File: src/rtl/pll_serial_loader.sv
module pll_serial_loader #(
  parameter int NBYTES = 7,
  parameter int GAPW   = 8
) (
  input  logic                  clk,
  input  logic                  rst,
  input  logic                  start,
  input  logic [NBYTES*8-1:0]   word_in,
  input  logic [GAPW-1:0]       gap,
  output logic                  wr_stb,
  output logic [1:0]            wr_val,
  output logic                  busy,
  output logic                  done
);
  localparam int NBITS = NBYTES * 8;
  localparam int IDXW  = $clog2(NBITS);

  logic [NBITS-1:0] word_q;
  logic [IDXW-1:0]  idx;
  logic [GAPW-1:0]  gap_q;
  logic [GAPW-1:0]  wait_q;
  logic             last;
  logic [IDXW-1:0]  sel;

  // byte = idx[IDXW-1:3], bit within byte counts down from 7
  assign sel    = {idx[IDXW-1:3], ~idx[2:0]};
  assign last   = (idx == IDXW'(NBITS - 1));
  assign wr_stb = busy && (wait_q == '0);
  assign wr_val = wr_stb ? {last, word_q[sel]} : 2'b00;

  always_ff @(posedge clk) begin
    if (rst) begin
      busy   <= 1'b0;
      done   <= 1'b0;
      idx    <= '0;
      wait_q <= '0;
      gap_q  <= '0;
      word_q <= '0;
    end else begin
      done <= 1'b0;
      if (!busy) begin
        if (start) begin
          busy   <= 1'b1;
          word_q <= word_in;
          gap_q  <= (gap == '0) ? GAPW'(1) : gap;
          idx    <= '0;
          wait_q <= '0;
        end
      end else if (wr_stb) begin
        wait_q <= gap_q;
        idx    <= idx + 1'b1;
        if (last) begin
          busy <= 1'b0;
          done <= 1'b1;
        end
      end else begin
        wait_q <= wait_q - 1'b1;
      end
    end
  end
endmodule

File: config.mk
export PLATFORM = sky130hd
export DESIGN_NAME = pll_serial_loader
export DESIGN_NICKNAME = d
export VERILOG_FILES = /design/src/rtl/pll_serial_loader.sv
export SDC_FILE = /design/constraint.sdc
export NUM_CORES = 1
export LEC_CHECK = 0
export CAP_MARGIN = 30
export CORE_UTILIZATION = 45
export CTS_BUF_LIST = sky130_fd_sc_hd__clkbuf_8
export CTS_CLUSTER_SIZE = 25
export DETAILED_ROUTE_END_ITERATION = 7
export DONT_BUFFER_PORTS = 1
export PLACE_DENSITY = 0.65
export SLEW_MARGIN = 40
export SYNTH_ARGS = -nofsm -noshare
export SYNTH_HDL_FRONTEND = slang
export SYNTH_SLANG_ARGS = --single-unit
File: constraint.sdc
create_clock -name clk -period 4.2 [get_ports clk]
set_input_delay 0.84 -clock clk [delete_from_list [all_inputs] [get_ports clk]]
set_output_delay 0.84 -clock clk [all_outputs]
set_load 0.1 [all_outputs]
==> results of run 1 <==
## worst max-delay path by stage
stage | start | endpoint
2_1_floorplan | busy | wr_val[1]
3_3_place_gp | idx[0] | wr_val[0]
3_5_place_dp | idx[0] | wr_val[0]
4_1_cts | idx[0] | wr_val[0]
5_1_grt | idx[0] | wr_val[0]
6_report | idx[0] | wr_val[0]
## state kept, by name, summed over array words and instances, names as in the netlist
name    count
idx         6
busy        1
wait_q      8
gap_q       8
word_q     56
done        1
## cell families after synthesis
logic type,count (synthesis),synth area share
adder cells (fa/ha/maj),3,0.0104
multiplexers,21,0.108
buffers and inverters,38,0.0490
AO/OA/AOI/OAI,98,0.148
AND/OR/NAND/NOR,192,0.233
flip-flops,80,0.445
XOR/XNOR,3,0.00730
## area by class of cell
| class | instances | area [um2] | share of cell area |
|---|---|---|---|
| Multi-Input combinational cell | 317 | 1850 | 0.478 |
| Inverter | 5 | 18.8 | 0.00484 |
| Sequential cell | 80 | 1600 | 0.414 |
| Timing Repair Buffer | 7 | 52.6 | 0.0136 |
| Clock inverter | 6 | 82.6 | 0.0213 |
| Clock buffer | 10 | 138 | 0.0355 |
| Tap cell | 102 | 128 | 0.0329 |
## layer usage
metal,vias to the layer above,share of wire,track usage
li1,1457,-,-
met1,1316,0.47,0.271
met2,81,0.45,0.293
met3,12,0.067,0.0469
met4,0,0.015,0.0754
met5,-,0,0
## where the power goes
group,switching [W],leakage [nW],internal [W]
registers,0.0000342,0.656,0.000804
clock network,0.000269,0.112,0.000348
logic,0.000137,0.619,0.0000980
## worst min-delay path: stages, from the launching register on
cell and delay [ns]:
dfxtp_1 0.31, nand2_1 0.05, a21oi_1 0.05
## stage by stage
step | hold WS [ns] | worst slack [ns]
after floorplan | 0.431 | 0.113
after global placement | 0.437 | 1.05
after detailed placement | 0.440 | 0.999
after CTS | 0.451 | 0.602
after global routing | 0.460 | 0.453
final | 0.451 | 0.658
## Yosys cell counts (all sizes together), types with 3 or more instances
cell and instances:
nor4 4, mux2i 6, o211ai 3, nand3 7, ha 3, dfxtp 80
nor2 15, mux4 13, inv 5, a211oi 3, buf 13, nand2 137
a21oi 79, nor2b 4, nor3 6, nand2b 3, clkbuf 20, and3 3
nor3b 4, o21ai 7
==> results by group, run 1 <==
Yosys
  • Synthesized flop and latch total: 80
  • Async set or reset register ratio after synthesis: 0
  • Synth unique cells: 42
  • Area contributors post-synth: dfxtp_1 (44%), nand2_1 (14%), a21oi_1 (11%), mux4_2 (5.6%), mux4_1 (2.9%)
  • Most used DFF post-synth: dfxtp_1
  • Top-area cell type share of the netlist area: 0.445
  • Mapped Nets: 505
  • Syn avg cell area: 8.28 um2
  • Sequential element share of the synthesized area: 0.445
  • Cell taking the most area after synthesis: dfxtp_1
  • Mapped cell area: 3600 um2
  • Cell count after synthesis: 435
  • Synth warnings: 0
  • EDFF count, synth: 0

Timing
  • RSZ-0062 raised after global routing: no
  • Slew headroom: 0.582
  • Final setup viols: 0
  • Max-slew violation count: 0
  • Clk_skew: 0.0103 ns
  • Sum Neg Setup Slack: 0 ns
  • Final Hold Fails: 0
  • Period utilization: 0.843
  • Tmin final: 3.54 ns
  • Slew @ Worst Pin: 0.626 ns
  • Achievable Freq: 282 MHz

Finish
  • Synth-to-Final Area Change: 7.54%
  • Final Cell Area: 3870 um2
  • Finished Layout Cells: 527
  • Most common cell after layout, fill and taps aside: nand2_1
  • Diode count: 0
  • Commonest cells after routing, fill and taps aside: nand2_1 (137), a21oi_1 (79), dfxtp_1 (79), nor2_1 (14), clkbuf_8 (10)
  • Final Util: 0.501
  • Fill cell count: 751
  • Layout cells sized above 1: 0.115
  • Nets: 490

Hold path
  • Min-Delay Endpoint: word_q[8]
  • Worst hold path depth: 2
  • Hold Path Class: reg2reg
  • Hold_sp: word_q[8]

Clocking
  • PostCTS Resize Cnt: 0
  • CTS Buf Count: 9
  • Clk pin slew, worst setup/hold paths: 0.08 ns
  • Num Clock Sinks: 80
  • Post-CTS setup buffer count: 0
  • Clock root cell: clkbuf_8
  • Max Buffers Root-to-Sink: 2
  • H-tree levels: 3
  • Latest clock arrival within the worst-skew pair: 0.35 ns
  • Cts hold-fix bufs: 0
  • CTS tree: built

Pwr
  • Max IR drop VDD: 207 uV
  • Static leakage: 1.39 nW
  • PwrDens: 436 nW/um2
  • Power Total: 0.00169 W

Critical path
  • Flop-to-flop setup slack: 1.72 ns
  • R2r endpoint: idx[5]
  • Required time worst endpoint: 3.36 ns
  • CP startpoint kind: flip-flop
  • Crit path DAT: 2.70 ns
  • Crit path top cell by count: buf_4
  • Largest fanout on the critical path: 11
  • CP top delay family: multiplexers
  • Slowest CP cell: dfxtp_1
  • Critical-path cell list: buf_4 -> mux4_2 -> mux2i_1 -> o21ai_0 -> nor4_1 -> nor4_4 -> buf_4
  • Critical Path Stages: 7
  • Worst R2R Start: wait_q[3]
  • FF-to-FF path depth: 7
  • Worst setup EP type: output port
  • Buffer and inverter count on the worst path: 2
  • Slowest stage delay, CP: 0.56 ns
  • Crit Path Class: reg2out

Die
  • Die X: 91.5 um
  • Core Area: 7730 um2
  • DIE HEIGHT: 91.5 um
  • Die area: 8370 um2
  • Initial core utilization: 0.466
  • Row Count: 32
  • I/O pin cnt: 72

Routing
  • 1st-iter DRT viols: 186
  • DRT Wirelength: 7.81 mm
  • DRT Pass-1 Iters: 4
  • WL/cell: 14.8 um
  • Vias per cell: 5.44
  • Vias: 2866
  • Number of remaining DRC errors: 0
  • Routed Antenna Nets: 0

Placement
  • Instance area at placement: 3650 um2
  • Dpl hpwl: 5.32 mm
  • Placed insts: 511
  • GPL Wtd Cong: 0.800
  • Buffers on Ports: 0

Global route
  • GR Overflow Total: 0
  • GR Util All Layers: 0.196
  • First-pass GRT wire length: 13.0 mm
  • Initial antenna violation count: 0
  • Largest net degree at the start of global routing: 81
  • Vias in the first global route: 2668

Flow run
  • Max Cap Viol: 0

Run status
  • Outcome: finished clean
(Power assumes the default switching activity.)
==> inputs of run 2 (changes only) <==
- PLACE_DENSITY: 0.65 -> 0.67
- clock period: 4.2 -> 2.85 ns (I/O delays scaled with it)
==> results by group, run 2 (synthesis gave the netlist of run 1 again) <==
Critical path
  • Slowest stage delay, CP: 0.49 ns (-0.07 ns)
  • Crit Path Class: reg2out
  • R2r endpoint: idx[3]
  • FF-to-FF path depth: 7 (unchanged)
  • Slowest CP cell: mux4_2
  • Buffer and inverter count on the worst path: 3 (+1)
  • Critical-path cell list: buf_6 -> buf_8 -> mux4_2 -> mux2i_1 -> nor2_1 -> a311oi_2 -> nor4_4 -> buf_12
  • CP startpoint kind: flip-flop
  • Crit path DAT: 2.25 ns (-0.45 ns)
  • Worst setup EP type: output port
  • Crit. Startpoint: idx[0]
  • Critical Path Stages: 8 (+1)
  • CP top delay family: multiplexers
  • CP endpoint: wr_val[0]
  • Required time worst endpoint: 2.28 ns (-1.08 ns)
  • Worst R2R Start: wait_q[3]
  • Largest fanout on the critical path: 6 (-5)
  • Flop-to-flop setup slack: 0.65 ns (-1.07 ns)

Finish
  • Synth-to-Final Area Change: 12.1%
  • Max FFs per register: 56 (unchanged)
  • Nets: 501 (+2.2%)
  • Layout cells sized above 1: 0.156 (+0.0407)
  • Most common cell after layout, fill and taps aside: nand2_1
  • Diode count: 0 (unchanged)
  • Commonest cells after routing, fill and taps aside: nand2_1 (137), a21oi_1 (79), dfxtp_1 (75), nor2_1 (14), buf_4 (13)
  • Final Util: 0.522 (+0.0210)
  • Top Registers: word_q x56, gap_q x8, wait_q x8
  • Finished Layout Cells: 538 (+2.1%)
  • Top reg by flops: word_q

Clocking
  • Clk pin slew, worst setup/hold paths: 0.08 ns (about the same)
  • Num Clock Sinks: 80 (unchanged)
  • Max Buffers Root-to-Sink: 2 (unchanged)
  • Cts hold-fix bufs: 0 (unchanged)
  • Latest clock arrival within the worst-skew pair: 0.36 ns (about the same)
  • CTS Buf Count: 9 (unchanged)
  • CTS tree: built
  • H-tree levels: 3 (unchanged)
  • Clock root cell: clkbuf_8

Routing
  • 1st-iter DRT viols: 145 (-22%)
  • WL/cell: 14.8 um (about the same)
  • Number of remaining DRC errors: 0 (unchanged)
  • Routed Antenna Nets: 0 (unchanged)
  • DRT Pass-1 Iters: 5 (+1)
  • Vias: 2883 (+0.59%)
  • Vias per cell: 5.36 (-1.5%)
  • DRT Wirelength: 7.97 mm (+2.0%)

Global route
  • Largest net degree at the start of global routing: 81 (unchanged)
  • GR Overflow Total: 0 (unchanged)
  • GR Util All Layers: 0.202 (+0.00643)
  • First-pass GRT wire length: 13.2 mm (+2.1%)
  • Initial antenna violation count: 0 (unchanged)
  • Vias in the first global route: 2758 (+3.4%)

Hold path
  • Hold Path Class: in2reg
  • Hold_sp: rst

Run status
  • Outcome: finished clean

Pwr
  • Part of the power in registers: 0.498 (+0.002)
  • Comb pwr share: 0.152 (+0.013)
  • Clock Power Share: 0.350 (-0.015)
  • Static leakage: 1.46 nW (+5.6%)
  • Sw Share: 0.272 (+0.0112)
  • Max IR drop VDD: 237 uV (+14%)
  • PwrDens: 613 nW/um2 (+41%)
  • Int Pwr: 0.00180 W (+44%)
  • Sw power: 0.000673 W (+53%)

Die
  • DIE HEIGHT: 91.5 um (unchanged)
  • Die area: 8370 um2 (unchanged)
  • I/O pin cnt: 72 (unchanged)
  • Core Area: 7730 um2 (unchanged)
  • Die X: 91.5 um (unchanged)
  • Initial core utilization: 0.466 (unchanged)
  • Row Count: 32 (unchanged)

Placement
  • Dpl hpwl: 5.42 mm (+1.8%)
  • GPL Wtd Cong: 0.794 (-0.74%)
  • Placed insts: 517 (+1.2%)
  • Buffers on Ports: 0 (unchanged)

Timing
  • Slew @ Worst Pin: 0.526 ns (-0.0996 ns)
  • Hold Slack: 0.271 ns (-0.180 ns)
  • Achievable Freq: 354 MHz
  • Period utilization: 0.990
  • Final Hold Fails: 0 (unchanged)
  • Final setup viols: 0 (unchanged)
  • Max-slew violation count: 0 (unchanged)
  • Tmin final: 2.82 ns
  • RSZ-0062 raised after global routing: yes
  • Clk_skew: 0.00743 ns (-0.00292 ns)
  • Slew headroom: 0.649 (+0.0670)

Flow run
  • Max Cap Viol: 0 (unchanged)
==> run 2: power groups by stage <==
stage          sequential [W]  clock (W)  combinational, W
6_report              0.00123   0.000865          0.000376
2_1_floorplan         0.00125          0          0.000317
4_1_cts               0.00123   0.000880          0.000361
3_5_place_dp          0.00126          0          0.000358
5_1_grt               0.00124   0.000934          0.000421
3_3_place_gp          0.00126          0          0.000349
==> run 2: final cells by class <==
cell class,count,area [um2]
fillers,719,3690
repair buffers,18,184
multi-input cells,317,1890
flip-flops and latches,80,1620
clock inverters,5,53.8
well taps,102,128
inverters,5,18.8
clock buffers,11,151
==> run 2: what timing repair did <==
item                       4_1_cts  5_1_grt
resized for setup                4        7
setup endpoints to repair        1        1
setup buffers                    0        5
hold endpoints to repair         0        0
pin swaps                        0        3
cloned                           0        0
==> run 2: layer usage <==
metal	wire length [um]	vias up	global-route usage
met5	0	-	0
met4	112	0	0.0675
met3	502	10	0.0628
met2	3520	81	0.306
met1	3840	1316	0.272
li1	-	1476	-
==> run 2: stage by stage <==
| step | worst slack [ns] | cell area (um2) | setup TNS (ns) | power (W) |
|---|---|---|---|---|
| finish | 0.0271 | 4040 | 0 | 0.00248 |
| global route | -0.0508 | 4040 | -0.0508 | 0.00260 |
| CTS | 0.00265 | 3980 | 0 | 0.00247 |
| detailed placement | 0.206 | 3760 | 0 | 0.00162 |
| global placement | 0.251 | 3750 | 0 | 0.00161 |
| floorplan | -0.0614 | 3640 | -0.0614 | 0.00156 |
==> run 2: worst min path at each step <==
stage / slack (ns) / endpoint / cells past startpoint
floorplan: 0.43 / gap_q[5] / 2
global placement: 0.43 / gap_q[5] / 2
detailed placement: 0.44 / gap_q[5] / 2
CTS: 0.26 / idx[1] / 1
global route: 0.25 / idx[1] / 1
finish: 0.27 / idx[1] / 1
